$ cat config.mk
export PLATFORM = sky130hd
export DESIGN_NAME = sinc5_decim
export DESIGN_NICKNAME = d
export VERILOG_FILES = /design/src/rtl/sinc5_pkg.sv /design/src/rtl/sinc5_tick.sv /design/src/rtl/sinc5_integ.sv /design/src/rtl/sinc5_comb.sv /design/src/rtl/sinc5_settle.sv /design/src/rtl/sinc5_decim.sv
export SDC_FILE = /design/constraint.sdc
export NUM_CORES = 1
export LEC_CHECK = 0
export ABC_AREA = 1
export BUFFER_PORTS_ARGS = -buffer_cell sky130_fd_sc_hd__buf_4
export CAP_MARGIN = 20
export CORE_MARGIN = 3
export CORE_UTILIZATION = 65
export DETAILED_ROUTE_END_ITERATION = 10
export PLACE_DENSITY_LB_ADDON = 0.05
export SLEW_MARGIN = 20
export SYNTH_ARGS = -nofsm -noshare
export SYNTH_HDL_FRONTEND = slang
export SYNTH_SLANG_ARGS = --single-unit
$ cat constraint.sdc
create_clock -name clk -period 11.7 [get_ports clk]
set_input_delay 0.585 -clock clk [delete_from_list [all_inputs] [get_ports clk]]
set_output_delay 0.585 -clock clk [all_outputs]
set_load 0.005 [all_outputs]
$ cat src/rtl/sinc5_pkg.sv
package sinc5_pkg;

    localparam int unsigned DEF_DIV   = 6;
    localparam int unsigned DEF_DECIM = 64;
    localparam int unsigned DEF_ORDER = 5;
    localparam int unsigned DEF_OUT_W = 24;

    // Accumulator width: sign bit, guard bit and order*log2(decimation) of growth.
    function automatic int unsigned acc_width(int unsigned order, int unsigned decim);
        return 2 + order * $clog2(decim);
    endfunction

    // Right shift that takes the full-scale gain down to the output fraction.
    function automatic int unsigned norm_shift(int unsigned order, int unsigned decim,
                                               int unsigned out_w);
        return order * $clog2(decim) - (out_w - 1);
    endfunction

    // Sample timing carried from the divider into the datapath.
    typedef struct packed {
        logic take;   // modulator bit is consumed this clock
        logic last;   // this bit closes a decimation window
    } tick_t;

endpackage

$ cat src/rtl/sinc5_tick.sv
module sinc5_tick
    import sinc5_pkg::*;
#(
    parameter int unsigned DIV   = DEF_DIV,
    parameter int unsigned DECIM = DEF_DECIM
) (
    input  logic  clk,
    input  logic  rst,
    input  logic  restart,
    output tick_t tick
);
    localparam int unsigned DW = (DIV > 1) ? $clog2(DIV) : 1;
    localparam int unsigned PW = (DECIM > 1) ? $clog2(DECIM) : 1;

    logic [DW-1:0] div_q;
    logic [PW-1:0] ph_q;

    always_comb begin
        tick.take = (div_q == DW'(DIV - 1));
        tick.last = tick.take && (ph_q == PW'(DECIM - 1));
    end

    always_ff @(posedge clk) begin
        if (rst || restart) begin
            div_q <= '0;
            ph_q  <= '0;
        end else if (tick.take) begin
            div_q <= '0;
            ph_q  <= tick.last ? '0 : ph_q + 1'b1;
        end else begin
            div_q <= div_q + 1'b1;
        end
    end
endmodule

$ cat src/rtl/sinc5_integ.sv
module sinc5_integ #(
    parameter int unsigned ORDER = 5,
    parameter int unsigned AW    = 32
) (
    input  logic                 clk,
    input  logic                 rst,
    input  logic                 restart,
    input  logic                 take,
    input  logic                 bit_in,
    output logic signed [AW-1:0] acc_out
);
    logic signed [AW-1:0] acc_q [ORDER];
    logic signed [AW-1:0] nxt   [ORDER+1];

    // +1 for a one, -1 (all ones in two's complement) for a zero.
    assign nxt[0] = bit_in ? AW'(1) : '1;

    for (genvar g = 0; g < ORDER; g++) begin : g_stage
        assign nxt[g+1] = acc_q[g] + nxt[g];

        always_ff @(posedge clk) begin
            if (rst || restart) begin
                acc_q[g] <= '0;
            end else if (take) begin
                acc_q[g] <= nxt[g+1];
            end
        end
    end

    assign acc_out = acc_q[ORDER-1];
endmodule

$ cat src/rtl/sinc5_comb.sv
module sinc5_comb #(
    parameter int unsigned ORDER = 5,
    parameter int unsigned AW    = 32,
    parameter int unsigned OUT_W = 24,
    parameter int unsigned SHIFT = 7
) (
    input  logic                 clk,
    input  logic                 rst,
    input  logic                 restart,
    input  logic                 fire,
    input  logic signed [AW-1:0] acc_in,
    output logic [OUT_W-1:0]     word,
    output logic                 valid
);
    localparam logic signed [AW-1:0] HI = AW'(2 ** (OUT_W - 1) - 1);
    localparam logic signed [AW-1:0] LO = ~HI;

    logic signed [AW-1:0] dly_q [ORDER];
    logic signed [AW-1:0] diff  [ORDER+1];
    logic signed [AW-1:0] scaled;
    logic signed [AW-1:0] clipped;

    assign diff[0] = acc_in;

    for (genvar g = 0; g < ORDER; g++) begin : g_stage
        assign diff[g+1] = diff[g] - dly_q[g];

        always_ff @(posedge clk) begin
            if (rst || restart) begin
                dly_q[g] <= '0;
            end else if (fire) begin
                dly_q[g] <= diff[g];
            end
        end
    end

    always_comb begin
        scaled = diff[ORDER] >>> SHIFT;
        if (scaled > HI) begin
            clipped = HI;
        end else if (scaled < LO) begin
            clipped = LO;
        end else begin
            clipped = scaled;
        end
    end

    always_ff @(posedge clk) begin
        if (rst || restart) begin
            word  <= '0;
            valid <= 1'b0;
        end else begin
            valid <= fire;
            if (fire) begin
                word <= clipped[OUT_W-1:0];
            end
        end
    end
endmodule

$ cat src/rtl/sinc5_settle.sv
module sinc5_settle #(
    parameter int unsigned ORDER = 5
) (
    input  logic clk,
    input  logic rst,
    input  logic restart,
    input  logic fire,
    output logic settled
);
    localparam int unsigned CW = $clog2(ORDER + 1);

    logic [CW-1:0] cnt_q;

    always_ff @(posedge clk) begin
        if (rst || restart) begin
            cnt_q   <= '0;
            settled <= 1'b0;
        end else if (fire && !settled) begin
            if (cnt_q == CW'(ORDER - 1)) begin
                settled <= 1'b1;
            end else begin
                cnt_q <= cnt_q + 1'b1;
            end
        end
    end
endmodule

$ cat src/rtl/sinc5_decim.sv
module sinc5_decim
    import sinc5_pkg::*;
#(
    parameter int unsigned DIV   = DEF_DIV,
    parameter int unsigned DECIM = DEF_DECIM,
    parameter int unsigned ORDER = DEF_ORDER,
    parameter int unsigned OUT_W = DEF_OUT_W
) (
    input  logic             clk,
    input  logic             rst,
    input  logic             restart,
    input  logic             mod_bit,
    output logic [OUT_W-1:0] out_word,
    output logic             out_valid,
    output logic             settled
);
    localparam int unsigned AW    = acc_width(ORDER, DECIM);
    localparam int unsigned SHIFT = norm_shift(ORDER, DECIM, OUT_W);

    tick_t                tk;
    logic                 sample_en;
    logic                 fire_q;
    logic signed [AW-1:0] acc_top;

    sinc5_tick #(.DIV(DIV), .DECIM(DECIM)) tick_i (
        .clk(clk), .rst(rst), .restart(restart), .tick(tk)
    );

    assign sample_en = tk.take;

    sinc5_integ #(.ORDER(ORDER), .AW(AW)) integ_i (
        .clk(clk), .rst(rst), .restart(restart),
        .take(sample_en), .bit_in(mod_bit), .acc_out(acc_top)
    );

    // Comb stage runs one clock after the window-closing sample.
    always_ff @(posedge clk) begin
        if (rst || restart) begin
            fire_q <= 1'b0;
        end else begin
            fire_q <= tk.last;
        end
    end

    sinc5_comb #(.ORDER(ORDER), .AW(AW), .OUT_W(OUT_W), .SHIFT(SHIFT)) comb_i (
        .clk(clk), .rst(rst), .restart(restart), .fire(fire_q),
        .acc_in(acc_top), .word(out_word), .valid(out_valid)
    );

    sinc5_settle #(.ORDER(ORDER)) settle_i (
        .clk(clk), .rst(rst), .restart(restart), .fire(fire_q), .settled(settled)
    );
endmodule

==> results_dict.tcl <==
set metrics [dict create \
    ys_top_cells_by_area "edfxtp_1 33%, ha_1 13%, inv_1 9.9%" \
    crit_path_max_fanout 7 \
    critPathRequiredTime_ns 11.99 \
    drt_iter0_drc 2202 \
    yosysTopAreaCellShare_pct 32.9 \
    hold_violations 0 \
    syn2layout_area_growth_pct 8.07 \
    worstRegToRegCells 49 \
    nets 4149 \
    cts_hold_buffers 0 \
    status "completed" \
    grt.total_usage_pct 29.2 \
    layout_min_cycle_time_ns 9.74 \
    ctsResizeCount 0 \
    cap_violations 0 \
    drc 0 \
    syn_area_per_cell_um2 7.71 \
    cp-startpoint "integ_i.acc_q[0][0]" \
    synth_edf_count 320 \
    netlist_area_mm2 0.0292 \
    slew_violations 0 \
    ant_nets 0 \
    cts.sinks 359 \
    post_cts_buffers 0 \
    setup_viol 0 \
    period_share_pct 83.2 \
    synth_area_leader_cell "edfxtp_1" \
    ys_seq_area_share_pct 35.6 \
    ys_seq_elements 359 \
    synthSimpleGateAreaFrac_pct 18.8 \
    wl_per_cell_um 15.6 \
    critPathMostFrequentCell "nand2_1" \
    synthFlopType "edfxtp_1" \
    grt_pass1_vias 24254 \
    setup_tns_ns 0 \
    rsz0062_at_grt "false" \
    antenna_cells 0 \
    hpwl_um 53100 \
    cts_tree "built" \
    grt_start_max_net_pins 100 \
    synthXorXnorAreaFrac_pct 7.17 \
    crit_arrival_ns 10.03 \
    clockRootBuffer "clkbuf_16" \
    worst_slew_pin_slew_ns 1.04 \
    syn_nets 4112 \
    die_w_um 218 \
    worstHoldPathType "primary input to flip-flop" \
    initial_core_util_pct 66.7 \
    h-tree-depth 2 \
    wl_um 69300 \
    core_area_mm2 0.0437 \
    cts_buffers 42 \
    dieArea_mm2 0.0475 \
    grt_pass1_wl_um 116000 \
    clk_latency_ns 0.59 \
    pre_cts_ws_ns 1.66 \
    r2r-end "integ_i.acc_q[4][31]" \
    port-buffer-count 29 \
    path_clk_slew_ns 0.06 \
    max_freq_ghz 0.103 \
    timing.slew.headroom_pct 30.6 \
    route.vias.total 24864 \
    fin_ws_ns 1.96 \
    rows 76 \
    die_y_um 218 \
    clockBufferDepth 3 \
    cp-start-kind "flip-flop" \
    gr-total-overflow 0 \
    yosys.area_share.adder_pct 14.0 \
    antenna_found_initial 0 \
    crit_path_end_kind "flip-flop" \
    via_per_inst 5.60 \
    cp-endpoint "integ_i.acc_q[4][31]" \
    path_class "flip-flop to flip-flop" \
    ys_warn_count 0 \
    synth_top_family_by_area "simple AND/OR/NAND/NOR gates" \
    skew_ns 0.0230 \
    synth_cell_types 56 \
    slowest_delay_ns 0.53 \
    synth_compound_gate_area_share_pct 13.7 \
    first_pass_iters 6 \
    synth.mux.area_fraction_pct 0 \
    gp_congestion 0.935 \
    regToRegSetupSlack_ns 1.96 \
    netlist_instances 3786 \
    async_flop_share_pct 0 \
    drive_gt1_share_pct 3.86 \
    slowest_stage "a2111oi_0" \
    timing.rr.start "integ_i.acc_q[0][0]" \
    io_pins 30 \
]
## synthesized netlist by cell type (9+ instances only)
master and instances:
a21boi_1 11, a21o_1 19, a21oi_1 373, a31oi_1 33, clkbuf_1 36, dfxtp_1 39
edfxtp_1 320, fa_1 9, ha_1 313, inv_1 773, nand2_1 648, nand2_2 13
nand3_1 106, nand4_1 16, nor2_1 445, nor3_1 58, nor4_1 15, o21a_1 20
o21ai_0 125, o21ai_1 41, o21bai_1 21, o221ai_1 13, xnor2_1 52, xor2_1 187
## state kept, by name (all words and copies together) (netlist names)
register          count
comb_i.dly_q        160
integ_i.acc_q       160
comb_i.word          24
tick_i.ph_q           6
settle_i.cnt_q        3
tick_i.div_q          3
comb_i.valid          1
fire_q                1
settle_i.settled      1
## kinds of logic (layout without fill, tap and decap cells)
kind of cell,after synthesis,in the layout
AND/OR/NAND/NOR,1334,1334
AO/OA/AOI/OAI,712,712
flip-flops,359,359
buffers and inverters,820,891
XOR/XNOR,239,239
adder cells (fa/ha/maj),322,322
## area by class of cell
class | instances | area, um2
Clock buffer | 59 | 1200
Clock inverter | 19 | 323
Fill cell | 3427 | 12200
Inverter | 777 | 2930
Multi-Input combinational cell | 2607 | 15700
Sequential cell | 359 | 10400
Tap cell | 585 | 732
Timing Repair Buffer | 36 | 270
## per-stage QoR
stage | std cells | util (%) | hold WS, ns | cell area, um2
after floorplan | 3786 | - | 0.421 | 29200
after global placement | 4364 | 68.6 | 0.430 | 30000
after detailed placement | 4364 | 68.6 | 0.445 | 30000
after CTS | 4442 | 72.1 | 0.344 | 31500
after global routing | 4442 | 72.1 | 0.379 | 31500
final | 4442 | 72.1 | 0.366 | 31500
## layer usage
metal	vias to the layer above	wire, um	global-route usage (%)
met5	-	0	0
met1	11550	32000	39.7
met2	711	32100	49.2
met3	107	3480	3.20
met4	0	1750	8.96
li1	12496	-	-
## cell usage in the layout, fill, tap and decap left out, types with 11 or more instances in the layout
| cell type | count |
|---|---|
| nand4_1 | 16 |
| nor2_1 | 444 |
| dfxtp_1 | 39 |
| o21ai_0 | 125 |
| nand3_1 | 106 |
| inv_1 | 771 |
| buf_4 | 36 |
| o21bai_1 | 21 |
| o21a_1 | 20 |
| a21o_1 | 19 |
| nand2_2 | 13 |
| xnor2_1 | 52 |
| o21ai_1 | 41 |
| clkbuf_16 | 45 |
| nor3_1 | 58 |
| nor4_1 | 15 |
| xor2_1 | 187 |
| o221ai_1 | 13 |
| a21oi_1 | 373 |
| edfxtp_1 | 320 |
| nand2_1 | 647 |
| a31oi_1 | 33 |
| a21boi_1 | 11 |
| ha_1 | 313 |
## worst min-delay path by stage
stage / endpoint / cells past startpoint / start / slack [ns]
after floorplan: tick_i.div_q[0] / 1 / tick_i.div_q[0] / 0.42
after global placement: tick_i.div_q[0] / 1 / tick_i.div_q[0] / 0.43
after detailed placement: comb_i.word[13] / 2 / comb_i.word[13] / 0.45
after CTS: settle_i.cnt_q[2] / 4 / rst / 0.34
after global routing: settle_i.cnt_q[2] / 4 / rst / 0.38
final: settle_i.cnt_q[2] / 4 / rst / 0.37
## worst max-delay path: cells and delay by family, from the launching register on
family	cells	cell delay, ns
and+or+nand+nor	15	1.78
adders and majority gates	5	1.63
DFF	1	0.39
buffers and inverters	8	0.68
xor gates and xnor gates	4	0.87
AOI/OAI and AO/OA	17	4.11
Power is not shown: default switching activity piles up to over one toggle a cycle in this logic, so the estimate is an artifact.
